==> src/rtl/uart_tx_pkg.sv <==
package uart_tx_pkg;
  typedef enum logic [2:0] {
    PH_IDLE  = 3'd0,
    PH_START = 3'd1,
    PH_DATA  = 3'd2,
    PH_PAR   = 3'd3,
    PH_STOP  = 3'd4
  } phase_e;

  typedef enum logic [1:0] {
    PAR_ODD   = 2'b00,
    PAR_EVEN  = 2'b01,
    PAR_MARK  = 2'b10,
    PAR_SPACE = 2'b11
  } par_mode_e;
endpackage

==> src/rtl/uart_tx_fmt.sv <==
module uart_tx_fmt
  import uart_tx_pkg::*;
#(
  parameter int unsigned DATA_W = 8,
  parameter int unsigned OVS    = 16
) (
  input  logic [7:0]        ctrl_i,
  input  logic [DATA_W-1:0] data_i,
  output logic [3:0]        nbits_o,
  output logic              par_en_o,
  output logic              par_bit_o,
  output logic [$clog2(2*OVS+1)-1:0] stop_ticks_o
);
  localparam int unsigned CNT_W = $clog2(2*OVS+1);
  localparam logic [CNT_W-1:0] STOP_1  = CNT_W'(OVS);
  localparam logic [CNT_W-1:0] STOP_15 = CNT_W'(OVS + OVS/2);
  localparam logic [CNT_W-1:0] STOP_2  = CNT_W'(2*OVS);

  logic [DATA_W-1:0] masked;
  logic              xor_all;
  par_mode_e         mode;

  assign nbits_o  = 4'd5 + {2'b00, ctrl_i[1:0]};
  assign par_en_o = ctrl_i[3];
  assign mode     = par_mode_e'(ctrl_i[5:4]);

  always_comb begin
    for (int i = 0; i < DATA_W; i++) masked[i] = data_i[i] & (i < int'(nbits_o));
  end
  assign xor_all = ^masked;

  always_comb begin
    unique case (mode)
      PAR_ODD:   par_bit_o = ~xor_all;
      PAR_EVEN:  par_bit_o = xor_all;
      PAR_MARK:  par_bit_o = 1'b1;
      default:   par_bit_o = 1'b0;
    endcase
  end

  always_comb begin
    if (!ctrl_i[2])                stop_ticks_o = STOP_1;
    else if (ctrl_i[1:0] == 2'b00) stop_ticks_o = STOP_15;
    else                           stop_ticks_o = STOP_2;
  end
endmodule

==> src/rtl/uart_tx_hold.sv <==
module uart_tx_hold #(
  parameter int unsigned DATA_W = 8
) (
  input  logic              clk_i,
  input  logic              rst_ni,
  input  logic [DATA_W-1:0] data_i,
  input  logic              valid_i,
  output logic              ready_o,
  input  logic              pop_i,
  output logic [DATA_W-1:0] data_o,
  output logic              full_o
);
  logic [DATA_W-1:0] data_q;
  logic              full_q;
  logic              push;

  assign ready_o = ~full_q;
  assign push    = valid_i & ~full_q;
  assign data_o  = data_q;
  assign full_o  = full_q;

  always_ff @(posedge clk_i or negedge rst_ni) begin
    if (!rst_ni) begin
      full_q <= 1'b0;
      data_q <= '0;
    end else begin
      if (push) data_q <= data_i;
      full_q <= push | (full_q & ~pop_i);
    end
  end

  assert_push_fills_R10: assert property (@(posedge clk_i) disable iff (!rst_ni)
    valid_i && ready_o |=> full_q && (data_q == $past(data_i)));
  assert_hold_kept_R10: assert property (@(posedge clk_i) disable iff (!rst_ni)
    full_q && !pop_i |=> full_q && $stable(data_q));
endmodule

==> src/rtl/uart_tx_shift.sv <==
module uart_tx_shift
  import uart_tx_pkg::*;
#(
  parameter int unsigned DATA_W = 8,
  parameter int unsigned OVS    = 16
) (
  input  logic              clk_i,
  input  logic              rst_ni,
  input  logic              tick_i,
  input  logic              avail_i,
  input  logic [DATA_W-1:0] data_i,
  input  logic [3:0]        nbits_i,
  input  logic              par_en_i,
  input  logic              par_bit_i,
  input  logic [$clog2(2*OVS+1)-1:0] stop_ticks_i,
  output logic              pop_o,
  output logic              idle_o,
  output logic              tx_o
);
  localparam int unsigned CNT_W = $clog2(2*OVS+1);
  localparam logic [CNT_W-1:0] BIT_TICKS = CNT_W'(OVS);

  phase_e            phase_q;
  logic [CNT_W-1:0]  cnt_q, limit;
  logic [3:0]        idx_q, nbits_q;
  logic [DATA_W-1:0] sh_q;
  logic              par_en_q, par_q;
  logic [CNT_W-1:0]  stop_q;
  logic              bit_end;

  assign idle_o  = (phase_q == PH_IDLE);
  assign pop_o   = idle_o & avail_i;
  assign limit   = (phase_q == PH_STOP) ? stop_q : BIT_TICKS;
  assign bit_end = tick_i && (cnt_q == limit - 1'b1);

  always_ff @(posedge clk_i or negedge rst_ni) begin
    if (!rst_ni) begin
      phase_q  <= PH_IDLE;
      cnt_q    <= '0;
      idx_q    <= '0;
      sh_q     <= '0;
      nbits_q  <= 4'd5;
      par_en_q <= 1'b0;
      par_q    <= 1'b0;
      stop_q   <= BIT_TICKS;
    end else if (pop_o) begin
      // frame start: capture data and format together
      phase_q  <= PH_START;
      cnt_q    <= '0;
      idx_q    <= '0;
      sh_q     <= data_i;
      nbits_q  <= nbits_i;
      par_en_q <= par_en_i;
      par_q    <= par_bit_i;
      stop_q   <= stop_ticks_i;
    end else if (!idle_o && tick_i) begin
      if (!bit_end) begin
        cnt_q <= cnt_q + 1'b1;
      end else begin
        cnt_q <= '0;
        unique case (phase_q)
          PH_START: phase_q <= PH_DATA;
          PH_DATA: begin
            sh_q  <= sh_q >> 1;
            idx_q <= idx_q + 4'd1;
            if (idx_q == nbits_q - 4'd1) phase_q <= par_en_q ? PH_PAR : PH_STOP;
          end
          PH_PAR:  phase_q <= PH_STOP;
          default: phase_q <= PH_IDLE;
        endcase
      end
    end
  end

  always_comb begin
    unique case (phase_q)
      PH_START: tx_o = 1'b0;
      PH_DATA:  tx_o = sh_q[0];
      PH_PAR:   tx_o = par_q;
      default:  tx_o = 1'b1;
    endcase
  end

  assert_cnt_in_bit_R8: assert property (@(posedge clk_i) disable iff (!rst_ni)
    !idle_o |-> cnt_q < limit);
  assert_fmt_held_R9: assert property (@(posedge clk_i) disable iff (!rst_ni)
    !idle_o && $past(!idle_o) |->
      $stable(nbits_q) && $stable(par_en_q) && $stable(par_q) && $stable(stop_q));
  assert_idx_bounded_R1: assert property (@(posedge clk_i) disable iff (!rst_ni)
    phase_q == PH_DATA |-> idx_q < nbits_q);
endmodule

==> src/rtl/uart_frame_tx.sv <==
module uart_frame_tx #(
  parameter int unsigned DATA_W = 8,
  parameter int unsigned OVS    = 16
) (
  input  logic              clk_i,
  input  logic              rst_ni,
  input  logic              baud_tick_i,
  input  logic [7:0]        ctrl_i,
  input  logic [DATA_W-1:0] data_i,
  input  logic              valid_i,
  output logic              ready_o,
  output logic              tx_o,
  output logic              hold_empty_o,
  output logic              tx_empty_o
);
  localparam int unsigned CNT_W = $clog2(2*OVS+1);

  logic [DATA_W-1:0] hold_data;
  logic              hold_full, pop, idle;
  logic [3:0]        nbits;
  logic              par_en, par_bit;
  logic [CNT_W-1:0]  stop_ticks;

  uart_tx_hold #(.DATA_W(DATA_W)) u_hold (
    .clk_i, .rst_ni, .data_i, .valid_i, .ready_o,
    .pop_i(pop), .data_o(hold_data), .full_o(hold_full)
  );

  uart_tx_fmt #(.DATA_W(DATA_W), .OVS(OVS)) u_fmt (
    .ctrl_i, .data_i(hold_data), .nbits_o(nbits), .par_en_o(par_en),
    .par_bit_o(par_bit), .stop_ticks_o(stop_ticks)
  );

  uart_tx_shift #(.DATA_W(DATA_W), .OVS(OVS)) u_shift (
    .clk_i, .rst_ni, .tick_i(baud_tick_i), .avail_i(hold_full),
    .data_i(hold_data), .nbits_i(nbits), .par_en_i(par_en), .par_bit_i(par_bit),
    .stop_ticks_i(stop_ticks), .pop_o(pop), .idle_o(idle), .tx_o
  );

  assign hold_empty_o = ~hold_full;
  assign tx_empty_o   = ~hold_full & idle;

  assert_frame_starts_low_R2: assert property (@(posedge clk_i) disable iff (!rst_ni)
    $fell(idle) |-> !tx_o);
  assert_empty_line_high_R11: assert property (@(posedge clk_i) disable iff (!rst_ni)
    tx_empty_o |-> tx_o);
endmodule

==> config.mk <==
export PLATFORM = sky130hd
export DESIGN_NAME = uart_frame_tx
export DESIGN_NICKNAME = d
export VERILOG_FILES = /design/src/rtl/uart_tx_pkg.sv /design/src/rtl/uart_tx_fmt.sv /design/src/rtl/uart_tx_hold.sv /design/src/rtl/uart_tx_shift.sv /design/src/rtl/uart_frame_tx.sv
export SDC_FILE = /design/constraint.sdc
export NUM_CORES = 1
export LEC_CHECK = 0
export BUFFER_PORTS_ARGS = -buffer_cell sky130_fd_sc_hd__buf_2
export CAP_MARGIN = 10
export CORE_AREA = 5 5 75 77
export CTS_CLUSTER_SIZE = 16
export DETAILED_ROUTE_END_ITERATION = 12
export DIE_AREA = 0 0 80 82
export SLEW_MARGIN = 20
export SYNTH_ARGS = -nofsm -noshare
export SYNTH_HDL_FRONTEND = slang
export SYNTH_SLANG_ARGS = --single-unit
==> constraint.sdc <==
create_clock -name clk_i -period 5 [get_ports clk_i]
set_input_delay 1 -clock clk_i [delete_from_list [all_inputs] [get_ports clk_i]]
set_output_delay 1 -clock clk_i [all_outputs]
set_load 0.02 [all_outputs]
Word level (Yosys, flattened, before mapping)
Index checks and enable logic that the tools add are counted.
Operators by class
  bitwise logic cells: 16
  reductions and logical operators: 12
  $add $sub $neg: 5
  $lt $le $gt $ge: 8
  equal/unequal tests: 9
  multiplexer cells: 22
Operators by type and width (number)
  6-bit two-way mux: 6
  8-bit two-way mux: 4
  3-bit by 4-bit less-than comparator with 1-bit output, first input constant: 4
  4-bit two-way mux: 4
  3-bit two-way mux: 5
  1-bit AND: 12
  3-bit case mux with 3 select lines: 1
  1-bit by 4-bit less-than comparator with 1-bit output, first input constant: 2
  2-bit by 4-bit less-than comparator with 1-bit output, first input constant: 2
  8-bit XOR reduction: 1
  6-bit by 1-bit adder with 6-bit output, second input constant: 1
  3-bit by 2-bit == test with 1-bit output, second input constant: 2
  6-bit == test: 1
  1-bit case mux with 3 select lines: 2
  3-bit AND reduction: 2
  2-bit nonzero test: 3
  6-bit by 1-bit subtractor with 6-bit output, second input constant: 1
  3-bit by 2-bit adder with 4-bit output, first input constant: 1
  4-bit by 1-bit adder with 4-bit output, second input constant: 1
  4-bit == test: 1
  2-bit logical NOT: 2
  4-bit by 1-bit subtractor with 4-bit output, second input constant: 1
  3-bit by 1-bit == test with 1-bit output, second input constant: 1
  3-bit == test, second input constant: 1
  8 further kinds: 11
Word-level totals
  input bits: 20
  word-level logic and storage cells: 82
  output and inout bits: 4
  flip-flop bits (word level): 42

Logic depth before layout (Yosys ltp)
  depth in word-level cells: 8
  mapped depth: 11
  depth with buffers taken out: 10

Hierarchy
From an unflattened synthesis, not the netlist that was laid out.
Unflattened totals
  cells, all modules: 282
  area, all modules: 2565.0 µm²
By module, submodules not included
  uart_tx_shift: area an instance 1981.9 µm², times used 1, sequential area each 829.5 µm², cells each 232
  uart_tx_hold: area an instance 374.1 µm², times used 1, sequential area each 225.2 µm², cells each 21
  uart_tx_fmt: area an instance 198.9 µm², times used 1, sequential area each 0.0 µm², cells each 27
  uart_frame_tx: area an instance 10.0 µm², times used 1, sequential area each 0.0 µm², cells each 2

Least setup slack after synthesis
No wires, ideal clock.
  path type: flip-flop to flip-flop
  from: register u_shift.phase_q[0]
  to: register u_shift.sh_q[0]
  library setup time: 79 ps
  arrival: 2451 ps
  clock period less this slack: 2531 ps
  path buffers: 1
  path slack: 2469 ps
  required time: 4921 ps
  stages on the path, launching flop included: 12
  cells stage by stage: dfrtp_1 > buf_2 > nor2_1 > nand2_1 > nor2_1 > ha_1 > xor2_1 > nand4_1 > a2111oi_4 > a21o_4 > a21boi_4 > a2bb2oi_1
On the way
  word-level cells in the longest chain between the ends: 7
  elaborated cells on any way between the ends: 15
  classes of those cells: add/sub: 1; eq/ne: 3; mux: 2; bitwise: 1; reduce/logical: 8
Ends and longest elaborated chain
  start, declared: line uart_tx_shift.sv:23  | phase_e phase_q;
  start signal, assigned: line uart_tx_shift.sv:66  | if (idx_q == nbits_q - 4'd1) phase_q <= par_en_q ? PH_PAR : PH_STOP;
  3-bit == test: line uart_tx_shift.sv:33  | assign limit = (phase_q == PH_STOP) ? stop_q : BIT_TICKS;
  6-bit two-way mux: line uart_tx_shift.sv:33
  6-bit by 1-bit subtractor with 6-bit output: line uart_tx_shift.sv:34  | assign bit_end = tick_i && (cnt_q == limit - 1'b1);
  6-bit == test: line uart_tx_shift.sv:34
  1-bit logical AND: line uart_tx_shift.sv:34
  2-bit nonzero test (no line)
  3-bit AND reduction (no line)
  end signal, assigned: line uart_tx_shift.sv:51  | sh_q <= data_i;
  end signal, assigned: line uart_tx_shift.sv:64  | sh_q <= sh_q >> 1;
  end, declared: line uart_tx_shift.sv:26  | logic [DATA_W-1:0] sh_q;
Several ways; a longest one is shown, not always the timed one.
A chain may end at the register's enable or synchronous reset.

Worst setup path after layout
  from: register u_shift.phase_q[1]
  to: register u_shift.sh_q[6]
The elaborated chain is that of the path after synthesis.

==> flow_summary.json <==
{
  "root_buffer_selected_by_cts": "sky130_fd_sc_hd__clkbuf_8",
  "drive_gt1_frac": 0.2143,
  "cts-hold-fix-buffers": 0,
  "clk_sink_count": 39,
  "count_of_boundary_i_o_pins": 24,
  "crit_path_max_fanout": 15,
  "cp_data_arrival_time_ns": 3.35,
  "synth.avg_cell_area_um2": 10.34,
  "antenna_cells_inserted": 0,
  "via_count_of_the_first_global_routing_pass": 1534,
  "detail_route.vias_per_cell": 5.187,
  "fillCellCount": 520,
  "pwr_total_mw": 1.383,
  "synth_seq_area_share": 0.4600,
  "area_of_combinational_cells_with_multiple_inputs_mm2": 0.001018,
  "fin_tns_setup_ns": 0,
  "timing.max_slew.rel_slack": 0.3543,
  "hpwlAfterDp_um": 2770,
  "synth_fp_nets": 233,
  "leakage_power_total_nw": 1.054,
  "detail_route.first_pass.iterations": 6,
  "period_share": 0.6281,
  "floorplan.die.width_um": 80,
  "latest_clock_arrival_within_the_worst_skew_pair_ns": 0.29,
  "power.clock.fraction": 0.196,
  "detailroute.via_count": 1525,
  "finalMaxSlewViolations": 0,
  "initial_core_utilization": 0.4307,
  "netlist-cell-type-count": 43,
  "grt_max_degree": 40,
  "crit_type": "reg2reg",
  "cts_made_buffers": 5,
  "synth_cells": 206,
  "cts.repair.resized": 0,
  "critPathRequiredTime_ns": 5.21,
  "synthesis.area_mm2": 0.002130,
  "worst_setup_path_end_kind": "flop",
  "drc_errors": 0,
  "initial_antenna_violation_count": 0,
  "detail-route-antenna-nets": 0,
  "holdCritPathClass": "reg2reg",
  "run_status": "completed",
  "grt_usage": 0.1388,
  "timing.clock.skew_ns": 0.01254,
  "max_cap_violations": 0,
  "layout.nets": 250,
  "final_weighted_congestion_in_routability_driven_placement": 0.7340,
  "wire_per_inst_um": 13.33,
  "port_buffers": 21,
  "core_area_mm2": 0.004945,
  "dpl_cell_area_mm2": 0.002232,
  "cts.htree.levels": 2,
  "grt.overflow.total": 0,
  "tightestPinTransition_ns": 0.9658,
  "seq_power_share": 0.397,
  "power_switching_uw": 511.6,
  "cts_post_setup_buffers_inserted": 0,
  "cts_tree": "built",
  "finalCriticalPeriod_ns": 3.141,
  "fin_worst_hold_slack_ns": 0.4913,
  "die_area_mm2": 0.006560,
  "fmax_ghz": 0.3184,
  "path_clk_slew_ns": 0.08,
  "timing.final.hold_violations": 0,
  "register_area_um2": 979.7,
  "synthesis_stage_register_bit_count": 39,
  "detailed_route_wl_um": 3919,
  "pwr_density_cell_mw_per_mm2": 588.6,
  "postLayoutCellArea_mm2": 0.002350,
  "fp.dieH_um": 82,
  "peakVddDrop_uv": 264.5,
  "final-setup-viol-count": 0,
  "floorplan.rows": 26,
  "initialDrtViolationCount": 116,
  "rsz0062_at_grt": "false",
  "count_of_synthesis_stage_warnings_from_yosys": 0,
  "power.combinational.fraction": 0.407,
  "critPathLaunchType": "flop",
  "max-clock-path-buffers": 2,
  "net_switching_share_of_the_total_power": 0.3699,
  "grt_pass1_wl_um": 7024,
  "internal_power_uw": 871.4,
  "area_growth_syn_to_layout_pct": 10.34
}
## logic make-up after synthesis
logic type	Yosys count	synth area share
compound gates	44	0.1628
xor+xnor	19	0.07814
fa+ha+maj	7	0.04113
buf+inv	22	0.06169
flops	39	0.4600
mux	11	0.05699
simple gates	64	0.1393
## registers in the layout, indices dropped and copies added, names as in the netlist
register          flops
u_shift.nbits_q       4
u_shift.stop_q        3
u_shift.sh_q          8
u_shift.phase_q       3
u_shift.idx_q         4
u_hold.data_o         8
u_shift.par_en_q      1
u_shift.cnt_q         6
u_hold.full_o         1
u_shift.par_q         1
## per-stage QoR
stage	setup slack [ns]	utilization	std cells
after CTS	1.849	0.4752	294
after detailed placement	1.884	0.4514	286
after floorplan	2.469	-	206
after global placement	1.886	0.4514	286
final	1.859	0.4752	294
after global routing	1.614	0.4752	294
## worst max-delay path: stages (launching register included)
cell and delay, ns:
sky130_fd_sc_hd__dfrtp_1 0.53, sky130_fd_sc_hd__and4bb_4 0.41, sky130_fd_sc_hd__inv_1 0.04, sky130_fd_sc_hd__ha_1 0.19, sky130_fd_sc_hd__xor2_1 0.18, sky130_fd_sc_hd__nand4_1 0.18, sky130_fd_sc_hd__a2111oi_4 0.70, sky130_fd_sc_hd__a21o_4 0.31
sky130_fd_sc_hd__a21boi_4 0.32, sky130_fd_sc_hd__a2bb2oi_1 0.20
## metal layers
layer  share of wire  GRT usage  wire [um]  vias up
met3           0.038    0.03838        149        7
met5               0          0          0        -
li1                -          -          -      752
met1            0.47     0.1759       1854      737
met4           0.030    0.06757        119        0
met2            0.46     0.2185       1795       29
## synth_stat cells, drive strengths merged
cell | n | area share
a31oi | 1 | 0.0029
nand3 | 9 | 0.021
nand2 | 27 | 0.048
clkbuf | 5 | 0.018
o31ai | 1 | 0.0035
dfstp | 3 | 0.037
o2111ai | 1 | 0.0041
xor2 | 8 | 0.033
a21oi | 6 | 0.014
a31o | 1 | 0.0041
nand3b | 1 | 0.0035
dfrtp | 36 | 0.42
a21boi | 2 | 0.012
and4bb | 1 | 0.0076
a311o | 2 | 0.010
a2111oi | 1 | 0.013
nand4 | 3 | 0.0088
o21ai | 8 | 0.019
mux2 | 9 | 0.048
nor3 | 6 | 0.014
a22o | 1 | 0.0041
ha | 7 | 0.041
a21o | 3 | 0.014
nor2 | 12 | 0.021
buf | 6 | 0.024
inv | 11 | 0.019
o21a | 2 | 0.0070
mux2i | 2 | 0.0094
o2bb2a | 1 | 0.0047
xnor2 | 11 | 0.045
nor2b | 2 | 0.0059
or3 | 2 | 0.0065
and3 | 1 | 0.0029
a41o | 1 | 0.0047
a2bb2oi | 6 | 0.025
o22ai | 7 | 0.021
## layout by cell type (no fill, tap or decap), types with 7 or more instances in the layout
cell type,count
sky130_fd_sc_hd__buf_2,21
sky130_fd_sc_hd__dfrtp_1,36
sky130_fd_sc_hd__ha_1,7
sky130_fd_sc_hd__inv_1,11
sky130_fd_sc_hd__mux2_2,9
sky130_fd_sc_hd__nand2_1,27
sky130_fd_sc_hd__nand3_1,9
sky130_fd_sc_hd__nor2_1,12
sky130_fd_sc_hd__o21ai_0,8
sky130_fd_sc_hd__o22ai_1,7
sky130_fd_sc_hd__xnor2_1,11
sky130_fd_sc_hd__xor2_1,8
## cell type report
class / count / area share
clock buffers: 6 / 0.03514
clock inverters: 2 / 0.01491
inverters: 11 / 0.01757
multi-input cells: 145 / 0.4334
flip-flops and latches: 39 / 0.4169
well taps: 70 / 0.03727
repair buffers: 21 / 0.04473
## worst paths after layout
path / startpoint / end / slack [ns] / depth (start not counted)
min in group asynchronous: rst_ni / u_hold.data_o[6] / 0.81 / 1
hold / removal: u_shift.stop_q[3] / u_shift.stop_q[3] / 0.49 / 2
max in group asynchronous: rst_ni / u_shift.cnt_q[4] / 3.66 / 1
setup / recovery: u_shift.phase_q[1] / u_shift.sh_q[6] / 1.86 / 9
hold reg to reg: u_shift.stop_q[3] / u_shift.stop_q[3] / 0.49 / 2
setup reg to reg: u_shift.phase_q[1] / u_shift.sh_q[6] / 1.86 / 9
## power groups by stage
stage,Clock [mW],Combinational (mW),Sequential [mW]
after floorplan,0,0.514,0.517
after global placement,0,0.562,0.556
after detailed placement,0,0.570,0.556
after CTS,0.277,0.572,0.551
after global routing,0.293,0.639,0.570
final,0.270,0.563,0.549
No activity file was read; power rests on OpenSTA's default activity.
